## config.mk

```make
export PLATFORM = sky130hd
export DESIGN_NAME = ea_decoder
export DESIGN_NICKNAME = d
export VERILOG_FILES = /design/src/rtl/ea_pkg.sv /design/src/rtl/ea_mode_decode.sv /design/src/rtl/ea_ext_collect.sv /design/src/rtl/ea_decoder.sv
export SDC_FILE = /design/constraint.sdc
export NUM_CORES = 1
export LEC_CHECK = 0
export ABC_AREA = 1
export CAP_MARGIN = 20
export CORE_ASPECT_RATIO = 1.75
export CORE_MARGIN = 2
export CORE_UTILIZATION = 30
export DETAILED_ROUTE_END_ITERATION = 10
export SLEW_MARGIN = 20
export SYNTH_ARGS = -nofsm -noshare
export SYNTH_HDL_FRONTEND = slang
export SYNTH_SLANG_ARGS = --single-unit
```

## constraint.sdc

```tcl
create_clock -name clk -period 3.4 [get_ports clk]
set_input_delay 0.51 -clock clk [delete_from_list [all_inputs] [get_ports clk]]
set_output_delay 0.51 -clock clk [all_outputs]
set_load 0.01 [all_outputs]
```

## src/rtl/ea_pkg.sv

```systemverilog
// Package: shared types for the effective address decoder.
// Assumes a 16-bit extension word and a 32-bit data word.
package ea_pkg;

    // Class flags; the first member is the most significant bit.
    typedef struct packed {
        logic predec;
        logic postinc;
        logic pcrel;
        logic indexed;
        logic offset;
        logic absolute;
        logic immed;
        logic direct;
    } ea_flags_t;

    // How the collected extension words are turned into results.
    typedef enum logic [2:0] {
        K_NONE,
        K_DISP_W,
        K_DISP_L,
        K_IMM_B,
        K_IMM_W,
        K_IMM_L
    } ea_kind_t;

    // Sequencer state.
    typedef enum logic {
        ST_IDLE,
        ST_FETCH
    } ea_state_t;

endpackage

```

## src/rtl/ea_mode_decode.sv

```systemverilog
// Module: ea_mode_decode
// Purely combinational decode of the mode/register field and operand size.
// It gives the register number, flags, the result kind and the number of
// extension words owed. Assumes WPD extension words per data word.
module ea_mode_decode
    import ea_pkg::*;
#(
    parameter int SIZE_W = 4,
    parameter int WPD    = 2,
    parameter int CNT_W  = 3
) (
    input  logic [5:0]        mode_reg,
    input  logic [SIZE_W-1:0] op_size,
    output logic [3:0]        reg_num,
    output ea_flags_t         flags,
    output ea_kind_t          kind,
    output logic [CNT_W-1:0]  nwords,
    output logic              illegal
);

    logic [2:0] mode;
    logic [2:0] rlow;

    assign mode = mode_reg[5:3];
    assign rlow = mode_reg[2:0];

    // Classify the field; immediate is tested ahead of the memory modes.
    always_comb begin
        reg_num = '0;
        flags   = '0;
        kind    = K_NONE;
        nwords  = '0;
        illegal = 1'b0;
        if (mode_reg[5:4] == 2'b00) begin
            reg_num      = mode_reg[3:0];
            flags.direct = 1'b1;
        end else if (mode_reg == 6'b111100) begin
            reg_num     = {1'b0, rlow};
            flags.immed = 1'b1;
            if (op_size <= SIZE_W'(1)) begin
                kind   = K_IMM_B;
                nwords = CNT_W'(1);
            end else if (op_size <= SIZE_W'(2)) begin
                kind   = K_IMM_W;
                nwords = CNT_W'(1);
            end else begin
                kind = K_IMM_L;
                if (op_size <= SIZE_W'(4))      nwords = CNT_W'(WPD);
                else if (op_size <= SIZE_W'(8)) nwords = CNT_W'(2 * WPD);
                else                            nwords = CNT_W'(3 * WPD);
            end
        end else begin
            reg_num = {1'b1, rlow};
            case (mode)
                3'd3: flags.postinc = 1'b1;
                3'd4: flags.predec  = 1'b1;
                3'd5: begin
                    flags.offset = 1'b1;
                    kind         = K_DISP_W;
                    nwords       = CNT_W'(1);
                end
                3'd6: flags.indexed = 1'b1;
                3'd7: begin
                    reg_num = {1'b0, rlow};
                    case (rlow)
                        3'd0: begin
                            flags.absolute = 1'b1;
                            kind           = K_DISP_W;
                            nwords         = CNT_W'(1);
                        end
                        3'd1: begin
                            flags.absolute = 1'b1;
                            kind           = K_DISP_L;
                            nwords         = CNT_W'(2);
                        end
                        3'd2: begin
                            flags.pcrel  = 1'b1;
                            flags.offset = 1'b1;
                            kind         = K_DISP_W;
                            nwords       = CNT_W'(1);
                        end
                        3'd3: begin
                            flags.pcrel   = 1'b1;
                            flags.indexed = 1'b1;
                        end
                        default: begin
                            reg_num = '0;
                            illegal = 1'b1;
                        end
                    endcase
                end
                default: ;
            endcase
        end
    end

endmodule

```

## src/rtl/ea_ext_collect.sv

```systemverilog
// Module: ea_ext_collect
// Shift register that gathers extension words, newest in the low bits,
// and counts them. Assumes the caller never takes more than MAXW words.
module ea_ext_collect #(
    parameter int EXT_W = 16,
    parameter int MAXW  = 6,
    parameter int CNT_W = 3
) (
    input  logic                  clk,
    input  logic                  rst_n,
    input  logic                  clr,
    input  logic                  take,
    input  logic [EXT_W-1:0]      word,
    output logic [MAXW*EXT_W-1:0] sr,
    output logic [CNT_W-1:0]      count
);

    // Shift in an accepted word, or clear at the start of a decode.
    always_ff @(posedge clk) begin
        if (!rst_n || clr) begin
            sr    <= '0;
            count <= '0;
        end else if (take) begin
            sr    <= {sr[(MAXW-1)*EXT_W-1:0], word};
            count <= count + CNT_W'(1);
        end
    end

    // a word is never taken once the buffer is full.
    assert_no_overrun_R9: assert property (@(posedge clk) disable iff (!rst_n)
        take |-> (count < CNT_W'(MAXW)));

endmodule

```

## src/rtl/ea_decoder.sv

```systemverilog
// Module: ea_decoder (top)
// Decodes an operand mode/register field and fetches its extension words
// over a valid/ready stream. It reports the results with a done or err pulse.
// Assumes EXT_W divides DATA_W and that start is a single-cycle pulse.
module ea_decoder
    import ea_pkg::*;
#(
    parameter int EXT_W     = 16,
    parameter int DATA_W    = 32,
    parameter int SIZE_W    = 4,
    parameter int IMM_WORDS = 3
) (
    input  logic                        clk,
    input  logic                        rst_n,
    input  logic                        start,
    input  logic [5:0]                  mode_reg,
    input  logic [SIZE_W-1:0]           op_size,
    input  logic [EXT_W-1:0]            ext_data,
    input  logic                        ext_valid,
    output logic                        ext_ready,
    output logic [3:0]                  reg_num,
    output logic [7:0]                  ea_flags,
    output logic [DATA_W-1:0]           disp,
    output logic [IMM_WORDS*DATA_W-1:0] imm_data,
    output logic [$clog2(IMM_WORDS*DATA_W/8+1)-1:0] ext_bytes,
    output logic                        done,
    output logic                        err
);

    localparam int WPD     = DATA_W / EXT_W;
    localparam int MAXW    = IMM_WORDS * WPD;
    localparam int CNT_W   = $clog2(MAXW + 1);
    localparam int BYTES_W = $clog2(IMM_WORDS * DATA_W / 8 + 1);
    localparam int BPW     = EXT_W / 8;

    logic [3:0]             dec_reg;
    ea_flags_t              dec_flags;
    ea_kind_t               dec_kind;
    logic [CNT_W-1:0]       dec_nwords;
    logic                   dec_illegal;

    ea_state_t              state;
    logic [3:0]             reg_q;
    ea_flags_t              flags_q;
    ea_kind_t               kind_q;
    logic [CNT_W-1:0]       nwords_q;
    logic [BYTES_W-1:0]     bytes_q;
    logic                   done_q;
    logic                   err_q;

    logic                   start_ok;
    logic                   take;
    logic [MAXW*EXT_W-1:0]  sr;
    logic [CNT_W-1:0]       word_cnt;
    logic [DATA_W-1:0]      imm_w [IMM_WORDS];

    ea_mode_decode #(.SIZE_W(SIZE_W), .WPD(WPD), .CNT_W(CNT_W)) u_dec (
        .mode_reg (mode_reg),
        .op_size  (op_size),
        .reg_num  (dec_reg),
        .flags    (dec_flags),
        .kind     (dec_kind),
        .nwords   (dec_nwords),
        .illegal  (dec_illegal)
    );

    assign start_ok  = start && (state == ST_IDLE);
    assign ext_ready = (state == ST_FETCH);
    assign take      = ext_ready && ext_valid;

    ea_ext_collect #(.EXT_W(EXT_W), .MAXW(MAXW), .CNT_W(CNT_W)) u_col (
        .clk   (clk),
        .rst_n (rst_n),
        .clr   (start_ok),
        .take  (take),
        .word  (ext_data),
        .sr    (sr),
        .count (word_cnt)
    );

    // Sequencer: latch the decode on start, count words, raise done or err.
    always_ff @(posedge clk) begin
        if (!rst_n) begin
            state    <= ST_IDLE;
            reg_q    <= '0;
            flags_q  <= '0;
            kind_q   <= K_NONE;
            nwords_q <= '0;
            bytes_q  <= '0;
            done_q   <= 1'b0;
            err_q    <= 1'b0;
        end else begin
            done_q <= 1'b0;
            err_q  <= 1'b0;
            case (state)
                ST_IDLE: if (start) begin
                    reg_q    <= dec_reg;
                    flags_q  <= dec_flags;
                    kind_q   <= dec_kind;
                    nwords_q <= dec_nwords;
                    bytes_q  <= BYTES_W'(int'(dec_nwords) * BPW);
                    if (dec_illegal)                err_q  <= 1'b1;
                    else if (dec_nwords == '0)      done_q <= 1'b1;
                    else                            state  <= ST_FETCH;
                end
                ST_FETCH: if (ext_valid && (word_cnt + CNT_W'(1) == nwords_q)) begin
                    state  <= ST_IDLE;
                    done_q <= 1'b1;
                end
                default: state <= ST_IDLE;
            endcase
        end
    end

    // Displacement / absolute address formatting from the collected words.
    always_comb begin
        case (kind_q)
            K_DISP_W: disp = {{(DATA_W-EXT_W){sr[EXT_W-1]}}, sr[EXT_W-1:0]};
            K_DISP_L: disp = sr[DATA_W-1:0];
            default:  disp = '0;
        endcase
    end

    // Immediate formatting: one formatter per 32-bit result word.
    for (genvar g = 0; g < IMM_WORDS; g++) begin : g_imm
        always_comb begin
            int grp;
            int idx;
            grp      = int'(nwords_q) / WPD;
            idx      = grp - 1 - g;
            imm_w[g] = '0;
            if (g == 0 && kind_q == K_IMM_B)
                imm_w[g] = {{(DATA_W-8){sr[7]}}, sr[7:0]};
            else if (g == 0 && kind_q == K_IMM_W)
                imm_w[g] = {{(DATA_W-EXT_W){sr[EXT_W-1]}}, sr[EXT_W-1:0]};
            else if (kind_q == K_IMM_L && g < grp)
                imm_w[g] = sr[idx*DATA_W +: DATA_W];
        end
        assign imm_data[g*DATA_W +: DATA_W] = imm_w[g];
    end

    assign reg_num   = reg_q;
    assign ea_flags  = flags_q;
    assign ext_bytes = bytes_q;
    assign done      = done_q;
    assign err       = err_q;

    // done and err never appear together.
    assert_done_err_excl_R10: assert property (@(posedge clk) disable iff (!rst_n)
        !(done && err));

    // the reported byte count matches the words actually taken.
    assert_bytes_match_R10: assert property (@(posedge clk) disable iff (!rst_n)
        done |-> (ext_bytes == BYTES_W'(int'(word_cnt) * BPW)));

    // an illegal decode reports no class and no bytes.
    assert_err_clean_R5: assert property (@(posedge clk) disable iff (!rst_n)
        err |-> (ea_flags == 8'h00 && ext_bytes == '0 && reg_num == 4'h0));

    // at most one addressing class is flagged by the field decode.
    assert_one_class_R3: assert property (@(posedge clk) disable iff (!rst_n)
        start |-> $onehot0({dec_flags.direct, dec_flags.immed, dec_flags.absolute,
                            dec_flags.offset, dec_flags.indexed,
                            dec_flags.postinc, dec_flags.predec}));

    // with no start and nothing owed, results stay put.
    assert_hold_R12: assert property (@(posedge clk) disable iff (!rst_n)
        (!ext_ready && !start) |=> ($stable(ea_flags) && $stable(reg_num) &&
                                    $stable(ext_bytes)));

endmodule

```

==> results_dict.tcl <==
set metrics [dict create \
    tightest_slew_ps 680 \
    grt_max_degree 111 \
    rows 73 \
    max-cap-violations 0 \
    r2r-start "ext_ready" \
    diodes 0 \
    placed_area_um2 8820 \
    holdCritStartpoint "ea_flags[5]" \
    dominant_cells_by_area_after_synthesis "sky130_fd_sc_hd__dfxtp_1, sky130_fd_sc_hd__nand2_1, sky130_fd_sc_hd__o21ai_0" \
    wire_per_inst_um 18.2 \
    htreeDepth 4 \
    ys_dominant_reg_cell "sky130_fd_sc_hd__dfxtp_1" \
    hold_class "flip-flop to flip-flop" \
    die_width_um 118 \
    synth_edf_count 0 \
    placeableCoreArea_um2 22600 \
    path_max_fanout 27 \
    synthCells 1072 \
    synth.lib_cells_used.distinct 39 \
    postLayoutSetupSlackWorst_ps 116 \
    synthToLayoutAreaGrowth_pct 39.7 \
    floorplan.io_pins 177 \
    timing.final.hold_violations 0 \
    place_congestion 0.925 \
    synth.avg_cell_area_um2 6.36 \
    pwr_density_cell_nw_per_um2 370 \
    layout_commonest_cell "sky130_fd_sc_hd__nand2_1" \
    vias 7809 \
    crit_path_to "imm_data[55]" \
    worst_setup_hold_path_clk_slew_ps 60 \
    post-place-ws_ps 417 \
    leakagePower_nw 3.17 \
    worst_clock_skew_ps 12.0 \
    fmax_mhz 305 \
    r2r_end "ea_flags[4]" \
    rrSetupSlack_ps 1750 \
    drt-vias-per-instance 5.13 \
    floorplan.die_area_um2 24000 \
    detail_route.wirelength.met1_um 11400 \
    status "finished clean" \
    synth_warnings 1 \
    clock_latency_of_the_later_clocked_register_in_the_worst_skew_pair_ps 420 \
    worst_ir_drop_vdd_mv 0.256 \
    layout-drive-gt1-share_pct 8.52 \
    crit_required_ps 2890 \
    most_used_cells_in_the_layout_excluding_fill_and_tap_cells "sky130_fd_sc_hd__nand2_1, sky130_fd_sc_hd__clkdlybuf4s50_1, sky130_fd_sc_hd__o21ai_0, sky130_fd_sc_hd__a21oi_1, sky130_fd_sc_hd__dfxtp_1" \
    worst_setup_path_start_kind "flip-flop" \
    r2r_cells 7 \
    post-route-period-util_pct 96.6 \
    seq_area_frac_synth_pct 35.2 \
    cts_setup_buffers 0 \
    final_net_count 1242 \
    fp.dieH_um 203 \
    met2_layer_wire_length_in_the_routed_design_um 13300 \
    mappedNetlistArea_um2 6820 \
    drv_slew 0 \
    highest_layer "met4" \
    floorplan.initialDensity_pct 30.2 \
    clk_root_buffer_cell "sky130_fd_sc_hd__clkbuf_16" \
    yosys.area.top_type_share_pct 35.2 \
    cts_num_sinks 120 \
    cts_tree "done" \
    synthesis.nets 1106 \
    ys_async_sr_fraction_pct 0 \
    worstSetupStartpoint "nwords_q[2]" \
    cts_buffers 17 \
    route.antenna.remaining_nets 0 \
    wl_met3_um 2030 \
    finalCriticalPeriod_ps 3280 \
    global_route_wire_length_before_repair_um 42400 \
    synth.ff_latch_count 120 \
    final_setup_viols 0 \
    grt_antenna_before_repair 0 \
    detail_route.wirelength_um 27600 \
    number_of_input_and_output_port_buffers_inserted 175 \
    timing.critical_path.arrival_ps 2770 \
    first_global_vias 7437 \
    first_iter_violations 563 \
    first_pass_iters 5 \
    detailed_place_hpwl_um 19500 \
    timing.setup.critical_path_class "flip-flop to output pin" \
    relSlewSlack_pct 54.5 \
    global_route.overflow_total 0 \
    finalInstanceArea_um2 9520 \
    cts.hold.buffers_added 0 \
    detail_route.drc_violations 0 \
    grt_setup_unrepaired "true" \
    setup.worst_path.end_class "output pin" \
    synth_top_cell_by_area "sky130_fd_sc_hd__dfxtp_1" \
    grt_util_all_layers_pct 22.3 \
    cts_max_path_buffers 2 \
]
-- report_power, final --
group	internal (mW)	switching (mW)	total, mW
Clock	1.18	0.685	1.86
Combinational	0.0853	0.138	0.224
Sequential	1.43	0.0144	1.44
Total	2.69	0.838	3.52
-- Yosys cell counts, types with 2 or more instances --
library cell	count
sky130_fd_sc_hd__buf_4	2
sky130_fd_sc_hd__or2_2	30
sky130_fd_sc_hd__a31oi_1	20
sky130_fd_sc_hd__nand2_2	3
sky130_fd_sc_hd__nor2_1	45
sky130_fd_sc_hd__nand3_1	50
sky130_fd_sc_hd__buf_1	4
sky130_fd_sc_hd__nand2_1	299
sky130_fd_sc_hd__or2_1	2
sky130_fd_sc_hd__xor2_1	3
sky130_fd_sc_hd__a21oi_1	149
sky130_fd_sc_hd__ha_1	4
sky130_fd_sc_hd__nand4_1	4
sky130_fd_sc_hd__nor3_1	7
sky130_fd_sc_hd__clkbuf_1	42
sky130_fd_sc_hd__o21ai_0	162
sky130_fd_sc_hd__o211ai_1	9
sky130_fd_sc_hd__nor2_2	2
sky130_fd_sc_hd__inv_1	56
sky130_fd_sc_hd__buf_2	32
sky130_fd_sc_hd__o22ai_1	6
sky130_fd_sc_hd__dfxtp_1	120
sky130_fd_sc_hd__buf_6	2
sky130_fd_sc_hd__inv_2	4
-- flip-flops by register name (all words and copies together), names as in the netlist --
signal	count
u_col.sr	96
ea_flags	8
reg_num	4
kind_q	3
nwords_q	3
u_col.count	3
done	1
err	1
ext_ready	1
-- logic make-up after synthesis --
kind of cell	Yosys count	synth area share, %
simple gates	446	27.6
compound gates	353	27.0
buf+inv	144	8.86
flops	120	35.2
xor+xnor	4	0.514
fa+ha+maj	4	0.734
other cells	1	0.0550
-- layout make-up --
cell class                      instances  area (um2)
Clock buffer                           18         439
Inverter                               61         229
Multi-Input combinational cell        809        3840
Clock inverter                         14         173
Fill cell                            2412       13000
Sequential cell                       120        2400
Timing Repair Buffer                  199        2070
Tap cell                              300         375
-- what timing repair did --
| item | CTS | global route |
|---|---|---|
| gates resized for setup | 4 | 17 |
| pin swaps | 0 | 2 |
| endpoints found under the setup margin | 5 | 59 |
| gates cloned | 0 | 2 |
-- critical path, stage by stage (launching register included) --
cell                              delay (ps)
sky130_fd_sc_hd__dfxtp_1                 350
sky130_fd_sc_hd__inv_1                   120
sky130_fd_sc_hd__ha_1                    360
sky130_fd_sc_hd__buf_8                   200
sky130_fd_sc_hd__nand2_1                 140
sky130_fd_sc_hd__inv_1                   110
sky130_fd_sc_hd__buf_6                   220
sky130_fd_sc_hd__nand2_1                  90
sky130_fd_sc_hd__a31oi_1                 180
sky130_fd_sc_hd__clkdlybuf4s50_1         570
-- through the flow --
| step | util (%) | TNS [ps] | hold slack [ps] | power, mW | std cells |
|---|---|---|---|---|---|
| after floorplan | - | 0 | 445 | 1.59 | 1072 |
| after global placement | 39.1 | 0 | 444 | 1.69 | 1487 |
| after detailed placement | 39.1 | 0 | 440 | 1.69 | 1487 |
| after CTS | 41.9 | 0 | 459 | 3.55 | 1519 |
| after global routing | 42.2 | -75.2 | 470 | 3.63 | 1521 |
| final | 42.2 | 0 | 455 | 3.52 | 1521 |
-- layer usage --
metal	GRT usage [%]	vias to the layer above
met5	0	-
met3	5.54	45
li1	-	3849
met1	27.4	3623
met4	8.48	0
met2	37.4	292
-- how the worst min path moves through the flow --
stage,slack [ps],end,cells past startpoint
after global routing,470,ea_flags[5],2
after detailed placement,440,ea_flags[5],2
after global placement,440,ea_flags[6],2
final,460,ea_flags[5],2
after CTS,460,ea_flags[5],2
after floorplan,440,u_col.count[1],2
No activity file was read; power rests on OpenSTA's default activity.
